## config.mk

```make
export PLATFORM = sky130hd
export DESIGN_NAME = bank_mux_latch
export DESIGN_NICKNAME = d
export VERILOG_FILES = /design/src/rtl/bml_pkg.sv /design/src/rtl/bml_hold_latch.sv /design/src/rtl/bml_port_drive.sv /design/src/rtl/bank_mux_latch.sv
export SDC_FILE = /design/constraint.sdc
export NUM_CORES = 1
export LEC_CHECK = 0
export BUFFER_PORTS_ARGS = -buffer_cell sky130_fd_sc_hd__buf_2
export CAP_MARGIN = 20
export CORE_ASPECT_RATIO = 1.75
export CORE_MARGIN = 5
export CORE_UTILIZATION = 32
export DETAILED_ROUTE_END_ITERATION = 8
export PLACE_DENSITY = 0.62
export SETUP_SLACK_MARGIN = 0.05
export SLEW_MARGIN = 15
export SYNTH_ARGS = -nofsm -noshare
export SYNTH_HDL_FRONTEND = slang
export SYNTH_HIERARCHICAL = 1
export SYNTH_SLANG_ARGS = --single-unit
```

## constraint.sdc

```tcl
create_clock -name clk -period 2 [get_ports clk]
set_input_delay 0.4 -clock clk [delete_from_list [all_inputs] [get_ports clk]]
set_output_delay 0.4 -clock clk [all_outputs]
set_load 0.02 [all_outputs]
```

## src/rtl/bml_pkg.sv

```systemverilog
package bml_pkg;
  localparam int NUM_BANKS = 2;
  localparam int BANK_IDX_W = $clog2(NUM_BANKS);

  typedef enum logic {
    SRC_BANK2 = 1'b0,
    SRC_BANK1 = 1'b1
  } a_src_e;
endpackage

```

## src/rtl/bml_hold_latch.sv

```systemverilog
module bml_hold_latch #(
  parameter int WIDTH = 12
) (
  input  logic             clk,
  input  logic             rst_n,
  input  logic             load,
  input  logic [WIDTH-1:0] d,
  output logic [WIDTH-1:0] q
);
  logic [WIDTH-1:0] held;

  always_ff @(posedge clk or negedge rst_n) begin
    if (!rst_n)    held <= '0;
    else if (load) held <= d;
  end

  // transparent while loading, stored word otherwise
  assign q = load ? d : held;

  p_hold_r3: assert property (@(posedge clk) disable iff (!rst_n)
    (!load && $past(!load)) |-> $stable(q));

  p_capture_r3: assert property (@(posedge clk) disable iff (!rst_n)
    ($fell(load) && $past(rst_n)) |-> (q == $past(d)));
endmodule

```

## src/rtl/bml_port_drive.sv

```systemverilog
module bml_port_drive #(
  parameter int WIDTH = 12
) (
  input  logic             drv_n,
  input  logic [WIDTH-1:0] word,
  output logic [WIDTH-1:0] pad_out,
  output logic             pad_oe
);
  assign pad_oe  = ~drv_n;
  assign pad_out = drv_n ? '0 : word;
endmodule

```

## src/rtl/bank_mux_latch.sv

```systemverilog
module bank_mux_latch
  import bml_pkg::*;
#(
  parameter int WIDTH = 12
) (
  input  logic             clk,
  input  logic             rst_n,
  input  logic [WIDTH-1:0] a_in,
  output logic [WIDTH-1:0] a_out,
  output logic             a_oe,
  input  logic [WIDTH-1:0] b1_in,
  output logic [WIDTH-1:0] b1_out,
  output logic             b1_oe,
  input  logic [WIDTH-1:0] b2_in,
  output logic [WIDTH-1:0] b2_out,
  output logic             b2_oe,
  input  logic             ld_ab1,
  input  logic             ld_ab2,
  input  logic             ld_ba1,
  input  logic             ld_ba2,
  input  logic             src_b1,
  input  logic             a_drv_n,
  input  logic             b1_drv_n,
  input  logic             b2_drv_n
);
  logic [NUM_BANKS-1:0] ld_out_v, ld_in_v, drv_n_v, oe_v;
  logic [WIDTH-1:0]     bank_in  [NUM_BANKS];
  logic [WIDTH-1:0]     out_q    [NUM_BANKS];
  logic [WIDTH-1:0]     in_q     [NUM_BANKS];
  logic [WIDTH-1:0]     bank_out [NUM_BANKS];
  logic [WIDTH-1:0]     a_word;
  a_src_e               a_src;

  assign ld_out_v   = {ld_ab2, ld_ab1};
  assign ld_in_v    = {ld_ba2, ld_ba1};
  assign drv_n_v    = {b2_drv_n, b1_drv_n};
  assign bank_in[0] = b1_in;
  assign bank_in[1] = b2_in;

  for (genvar g = 0; g < NUM_BANKS; g++) begin : g_bank
    // outbound: shared A into this bank
    bml_hold_latch #(.WIDTH(WIDTH)) u_out_latch (
      .clk(clk), .rst_n(rst_n), .load(ld_out_v[g]), .d(a_in), .q(out_q[g]));
    // inbound: this bank toward A
    bml_hold_latch #(.WIDTH(WIDTH)) u_in_latch (
      .clk(clk), .rst_n(rst_n), .load(ld_in_v[g]), .d(bank_in[g]), .q(in_q[g]));
    bml_port_drive #(.WIDTH(WIDTH)) u_drive (
      .drv_n(drv_n_v[g]), .word(out_q[g]), .pad_out(bank_out[g]), .pad_oe(oe_v[g]));
  end

  assign a_src  = a_src_e'(src_b1);
  assign a_word = (a_src == SRC_BANK1) ? in_q[0] : in_q[1];

  bml_port_drive #(.WIDTH(WIDTH)) u_a_drive (
    .drv_n(a_drv_n), .word(a_word), .pad_out(a_out), .pad_oe(a_oe));

  assign b1_out = bank_out[0];
  assign b1_oe  = oe_v[0];
  assign b2_out = bank_out[1];
  assign b2_oe  = oe_v[1];

  p_b1_hold_r9: assert property (@(posedge clk) disable iff (!rst_n)
    (!ld_ab1 && $past(!ld_ab1) && $stable(b1_drv_n)) |-> $stable(b1_out));

  p_b2_hold_r9: assert property (@(posedge clk) disable iff (!rst_n)
    (!ld_ab2 && $past(!ld_ab2) && $stable(b2_drv_n)) |-> $stable(b2_out));

  p_a_no_echo_r10: assert property (@(posedge clk) disable iff (!rst_n)
    (!ld_ba1 && !ld_ba2 && $past(!ld_ba1) && $past(!ld_ba2)
     && $stable(src_b1) && $stable(a_drv_n)) |-> $stable(a_out));

  p_a_quiet_r7: assert property (@(posedge clk) disable iff (!rst_n)
    a_drv_n |-> (!a_oe && a_out == '0));
endmodule

```

==> flow_metrics.py, run 1 <==
metrics = {
    "logic_synthesis": {
        "synth_seq_cells": 48,
        "avgSynthCellArea_um2": 16.2,
        "ys_warn_count": 6,
        "synth_top_area_share_pct": 47.8,
        "synth_cell_types": 8,
        "yosysTopAreaCell": "dfrtp_1",
        "synth_nets": 201,
        "synth_cells": 155,
        "ys_top_cells_by_area": "dfrtp_1 48%, mux2_4 30%, nor2b_2 7.3%, mux2_2 4.5%, buf_6 3.6%",
        "synthesis.area_um2": 2510,
        "yosysSeqAreaShare_pct": 47.8,
    },
    "power_and_ir_drop": {
        "finalPower_mw": 2.66,
        "ir_drop_uv": 530,
        "seqPwrFrac_pct": 41.1,
        "p_int_mw": 2.02,
        "swShare_pct": 24.1,
        "power.clock.fraction_pct": 35.0,
        "p_leak_nw": 1.75,
        "power.density_nw_per_um2": 786,
        "power_frac_comb_pct": 23.9,
        "power_switching_mw": 0.641,
    },
    "timing": {
        "max_freq_mhz": 519,
        "setup_violations": 0,
        "finClkSkew_ns": 0,
        "period_minus_slack_ns": 1.93,
        "rsz0062_at_grt": "yes",
        "worstMarginPinSlew_ns": 0.415,
        "slew_viol_final": 0,
        "post-route-period-util_pct": 96.4,
        "holdWs_ns": 0.0438,
        "finalHoldViolCount": 0,
        "setup_tns_ns": 0,
        "setup_slack_ns": 0.0725,
        "slew_headroom_pct": 72.3,
    },
    "place": {
        "dp_hpwl_um": 4060,
        "gp_congestion": 0.676,
        "placed_area_um2": 3120,
        "port_buffers": 84,
        "post-place-ws_ns": 0.00195,
    },
    "worst_setup_path": {
        "critPathTopFamily": "multiplexers",
        "r2r_slack_ns": 1.14,
        "path_cells": "buf_6 > buf_12 > mux2_4 > mux2_4 > and2b_2 > buf_6",
        "timing.rr.end": "g_bank[1].u_in_latch/held[11]$_DFF_PN0_",
        "path_depth": 6,
        "critPathCaptureType": "primary output",
        "crit_buf_inv": 3,
        "cpMaxStageDelayCell": "mux2_4",
        "rr_startpoint": "g_bank[1].u_in_latch/held[11]$_DFF_PN0_",
        "cp_max_fo": 6,
        "critPathKind": "input pin to primary output",
        "r2r_cells": 2,
        "worstPathArrival_ns": 1.53,
        "start_kind": "input pin",
        "worstPathRequired_ns": 1.60,
        "critPathCapture": "a_out[0]",
        "cp-startpoint": "ld_ba2",
        "critPathMaxStageDelay_ns": 0.30,
    },
    "die": {
        "core-area_um2": 7620,
        "die_height_um": 127,
        "start_util_pct": 33.0,
        "io_pins": 85,
        "die-area_um2": 9790,
        "dieWidth_um": 77.0,
        "rows": 42,
    },
    "final_layout": {
        "antennaDiodeCount": 0,
        "final_cell_area_um2": 3390,
        "drive_above_1_share_pct": 80.6,
        "fill_cells": 671,
        "final_common_cell": "buf_2",
        "nets": 298,
        "area_growth_pct": 34.9,
        "layout_common_cells": "74 x buf_2, 51 x mux2_4, 48 x dfrtp_1",
    },
    "drt": {
        "wl_per_cell_um": 15.7,
        "drc": 0,
        "drt-total-wl_um": 5340,
        "ant_nets": 0,
        "routed-via-count": 1491,
        "vias_per_cell": 4.37,
        "drt-pass1-iter-count": 3,
        "drt_iter0_drc": 13,
    },
    "clock_tree": {
        "worstSkewPairLatency_ns": 0.28,
        "cts_buffers": 5,
        "clk_pin_slew_ns": 0.06,
        "htree_levels": 2,
        "cts.sinks": 48,
        "tritoncts": "yes",
        "cts_root_buffer": "clkbuf_16",
        "cts.path.max_buffers": 2,
    },
    "status": {
        "outcome": "complete, no violations",
    },
    "global_route": {
        "grt_pass1_wl_um": 8730,
        "grt.overflow.total": 0,
        "grt_max_degree": 23,
        "antenna_found_initial": 0,
        "grt_pass1_vias": 1723,
        "grtUsageTotal_pct": 11.2,
    },
    "hold_path": {
        "hold_path_class": "input pin to async pin",
    },
    "flow_run": {
        "maxCapViolations": 0,
    },
}
[worst min path at each step]
stage                                                    endpoint  slack, ns  cells past startpoint
after floorplan            g_bank[0].u_in_latch/held[0]$_DFF_PN0_       0.10                      0
after global placement    g_bank[0].u_out_latch/held[5]$_DFF_PN0_       0.35                      1
after detailed placement  g_bank[1].u_out_latch/held[2]$_DFF_PN0_       0.36                      1
after CTS                 g_bank[0].u_out_latch/held[5]$_DFF_PN0_       0.05                      1
after global routing      g_bank[0].u_out_latch/held[2]$_DFF_PN0_       0.07                      1
final                     g_bank[0].u_out_latch/held[7]$_DFF_PN0_       0.04                      1
[flip-flops by register name (all words and copies together), names as in the netlist]
| name | cells |
|---|---|
| g_bank.u_in_latch/held | 24 |
| g_bank.u_out_latch/held | 24 |
[through the flow]
step,cells,util (%)
2_1_floorplan,155,-
6_report,341,44.5
5_1_grt,341,44.5
4_1_cts,341,44.2
3_5_place_dp,331,40.9
3_3_place_gp,331,40.9
[power groups by stage]
stage	clock (mW)	sequential [mW]	combinational [mW]
after floorplan	0	1.10	0.418
after global placement	0	1.11	0.604
after detailed placement	0	1.11	0.608
after CTS	0.974	1.10	0.640
after global routing	1.00	1.10	0.686
final	0.932	1.09	0.636
[synthesized netlist by cell type]
cell type	n
nor2b_4	6
and2b_2	9
mux2_2	10
nor2b_2	21
mux2_4	50
inv_2	3
dfrtp_1	48
buf_6	8
[routing by layer]
layer / vias to the layer above / wire length [µm] / GRT usage (%)
met3: 6 / 404 / 3.10
met5: - / 0 / 0
li1: 709 / - / -
met4: 0 / 79 / 4.33
met2: 58 / 2790 / 19.6
met1: 718 / 2070 / 12.9
[cells by family (layout without fill, tap and decap cells)]
group	Yosys count	after routing	synth area share, %
flip-flops	48	48	47.8
AND/OR/NAND/NOR	36	36	13.8
multiplexers	60	60	34.4
buffers and inverters	11	109	4.04
[final cells by class]
class                   count  area, µm²  share of cell area (%)
repair buffers             98        679                    20.1
well taps                  88        110                    3.25
clock inverters             2       35.0                    1.03
inverters                   3       11.3                   0.332
flip-flops and latches     48       1200                    35.5
clock buffers               6        129                    3.80
multi-input cells          96       1220                    36.1
[repair_timing]
action                     in CTS  in global routing
setup buffers                   1                  0
setup endpoints to repair      11                  4
cloned                          1                  0
hold buffers                    0                  0
resized for setup              16                  8
pin swaps                       0                  0
Power figures use the tool's default switching activity.
==> run 2: changes to the inputs <==
==> constraint.sdc (replaced) <==
create_clock -name clk -period 2 [get_ports clk]
set_input_delay 0.3 -clock clk [delete_from_list [all_inputs] [get_ports clk]]
set_output_delay 0.3 -clock clk [all_outputs]
set_load 0.02 [all_outputs]
==> flow_metrics.py, run 2 (synthesis gave the netlist of run 1 again) <==
metrics = {
    "final_layout": {
        "drive_above_1_share_pct": 79.9,
        "register_area_um2": 1200,
        "antennaDiodeCount": 0,
        "fin_cells": 332,
        "fill_cells": 707,
        "area_growth_pct": 27.6,
        "nets": 289,
        "final_cell_area_um2": 3200,
        "layout_common_cells": "84 x buf_2, 50 x mux2_4, 48 x dfrtp_1",
        "final_common_cell": "buf_2",
        "reg_top3": "g_bank.u_in_latch/held x24, g_bank.u_out_latch/held x24",
        "final_util_pct": 42.0,
        "multi_input_area_um2": 1210,
    },
    "worst_setup_path": {
        "r2r_slack_ns": 1.23,
        "r2r_cells": 1,
        "rr_startpoint": "g_bank[1].u_in_latch/held[11]$_DFF_PN0_",
        "timing.rr.end": "g_bank[1].u_in_latch/held[11]$_DFF_PN0_",
        "start_kind": "flop",
        "worstPathArrival_ns": 1.52,
        "critPathKind": "flop to primary output",
        "cp_max_fo": 2,
        "worstPathRequired_ns": 1.70,
        "critPathCaptureType": "primary output",
    },
    "clock_tree": {
        "cts_buffers": 5,
        "cts_hold_buffers": 0,
        "cts_root_buffer": "clkbuf_16",
        "clk_pin_slew_ns": 0.06,
        "cts.path.max_buffers": 2,
        "cts.repair.resized": 0,
        "cts.sinks": 48,
        "cts_setup_buffers": 0,
        "worstSkewPairLatency_ns": 0.28,
        "tritoncts": "yes",
        "htree_levels": 2,
    },
    "timing": {
        "period_minus_slack_ns": 1.82,
        "worstMarginPinSlew_ns": 0.620,
        "finClkSkew_ns": 0,
        "finalHoldViolCount": 0,
        "setup_violations": 0,
        "max_freq_mhz": 548,
        "setup_tns_ns": 0,
        "holdWs_ns": 0.106,
        "rsz0062_at_grt": "no",
        "slew_viol_final": 0,
        "post-route-period-util_pct": 91.2,
        "slew_headroom_pct": 58.7,
        "setup_slack_ns": 0.175,
    },
    "drt": {
        "ant_nets": 0,
        "routed-via-count": 1488,
        "vias_per_cell": 4.48,
        "drt-total-wl_um": 5350,
        "drt-pass1-iter-count": 2,
        "wl_per_cell_um": 16.1,
        "drc": 0,
        "drt_iter0_drc": 21,
    },
    "global_route": {
        "antenna_found_initial": 0,
        "grtUsageTotal_pct": 11.2,
        "grt_pass1_wl_um": 8570,
        "met2_usage_pct": 19.2,
        "grt.overflow.total": 0,
        "use_met1_pct": 12.3,
        "grt_pass1_vias": 1676,
        "grt_max_degree": 49,
        "grt_util_met3_pct": 4.30,
        "top_usage_layer": "met2",
    },
    "place": {
        "port_buffers": 84,
        "placed_area_um2": 3040,
        "dp_hpwl_um": 3830,
        "post-place-ws_ns": 0.164,
        "dp_cells": 324,
        "gp_congestion": 0.688,
    },
    "die": {
        "die_height_um": 127,
        "rows": 42,
        "dieWidth_um": 77.0,
        "die-area_um2": 9790,
        "start_util_pct": 33.0,
        "io_pins": 85,
        "core-area_um2": 7620,
    },
    "flow_run": {
        "maxCapViolations": 0,
    },
    "power_and_ir_drop": {
        "power.density_nw_per_um2": 819,
        "ir_drop_uv": 747,
        "finalPower_mw": 2.62,
        "p_leak_nw": 1.66,
    },
    "status": {
        "outcome": "complete, no violations",
    },
    "hold_path": {
        "hold_path_class": "input pin to async pin",
    },
}
-- run 2: changes by cell type in the layout (fill, tap and decap cells not counted), sizes merged --
cell,before,now
buf,98,89
-- run 2: worst max-delay path by stage --
stage,start,slack (ns),to
final,g_bank[1].u_in_latch/held[11]$_DFF_PN0_,0.18,a_out[11]
after CTS,g_bank[1].u_in_latch/held[11]$_DFF_PN0_,0.15,a_out[11]
after detailed placement,ld_ba1,0.16,a_out[2]
after global placement,ld_ba1,0.19,a_out[10]
after floorplan,ld_ba2,0.46,a_out[0]
after global routing,g_bank[1].u_in_latch/held[0]$_DFF_PN0_,0.13,a_out[0]
-- run 2: area by class of cell --
cell class	count	area share, %
clock buffer	6	4.02
clock inverter	2	1.09
inverter	3	0.352
multi-input combinational	96	37.7
sequential	48	37.5
tap	88	3.44
timing repair buffer	89	15.9
-- run 2: layer usage --
layer  vias to the layer above  wire length [µm]
li1                        696                 -
met1                       729              2080
met2                        57              2730
met3                         6               444
met4                         0                91
met5                         -                 0
-- run 2: critical path: stages (launching register included) --
cell and delay, ns:
dfrtp_1 0.37, mux2_4 0.28, mux2_2 0.25, and2b_2 0.19
buf_2 0.15
-- run 2: power breakdown --
| part | internal [mW] | switching, mW |
|---|---|---|
| logic | 0.322 | 0.260 |
| clock network | 0.589 | 0.359 |
| registers | 1.07 | 0.0266 |
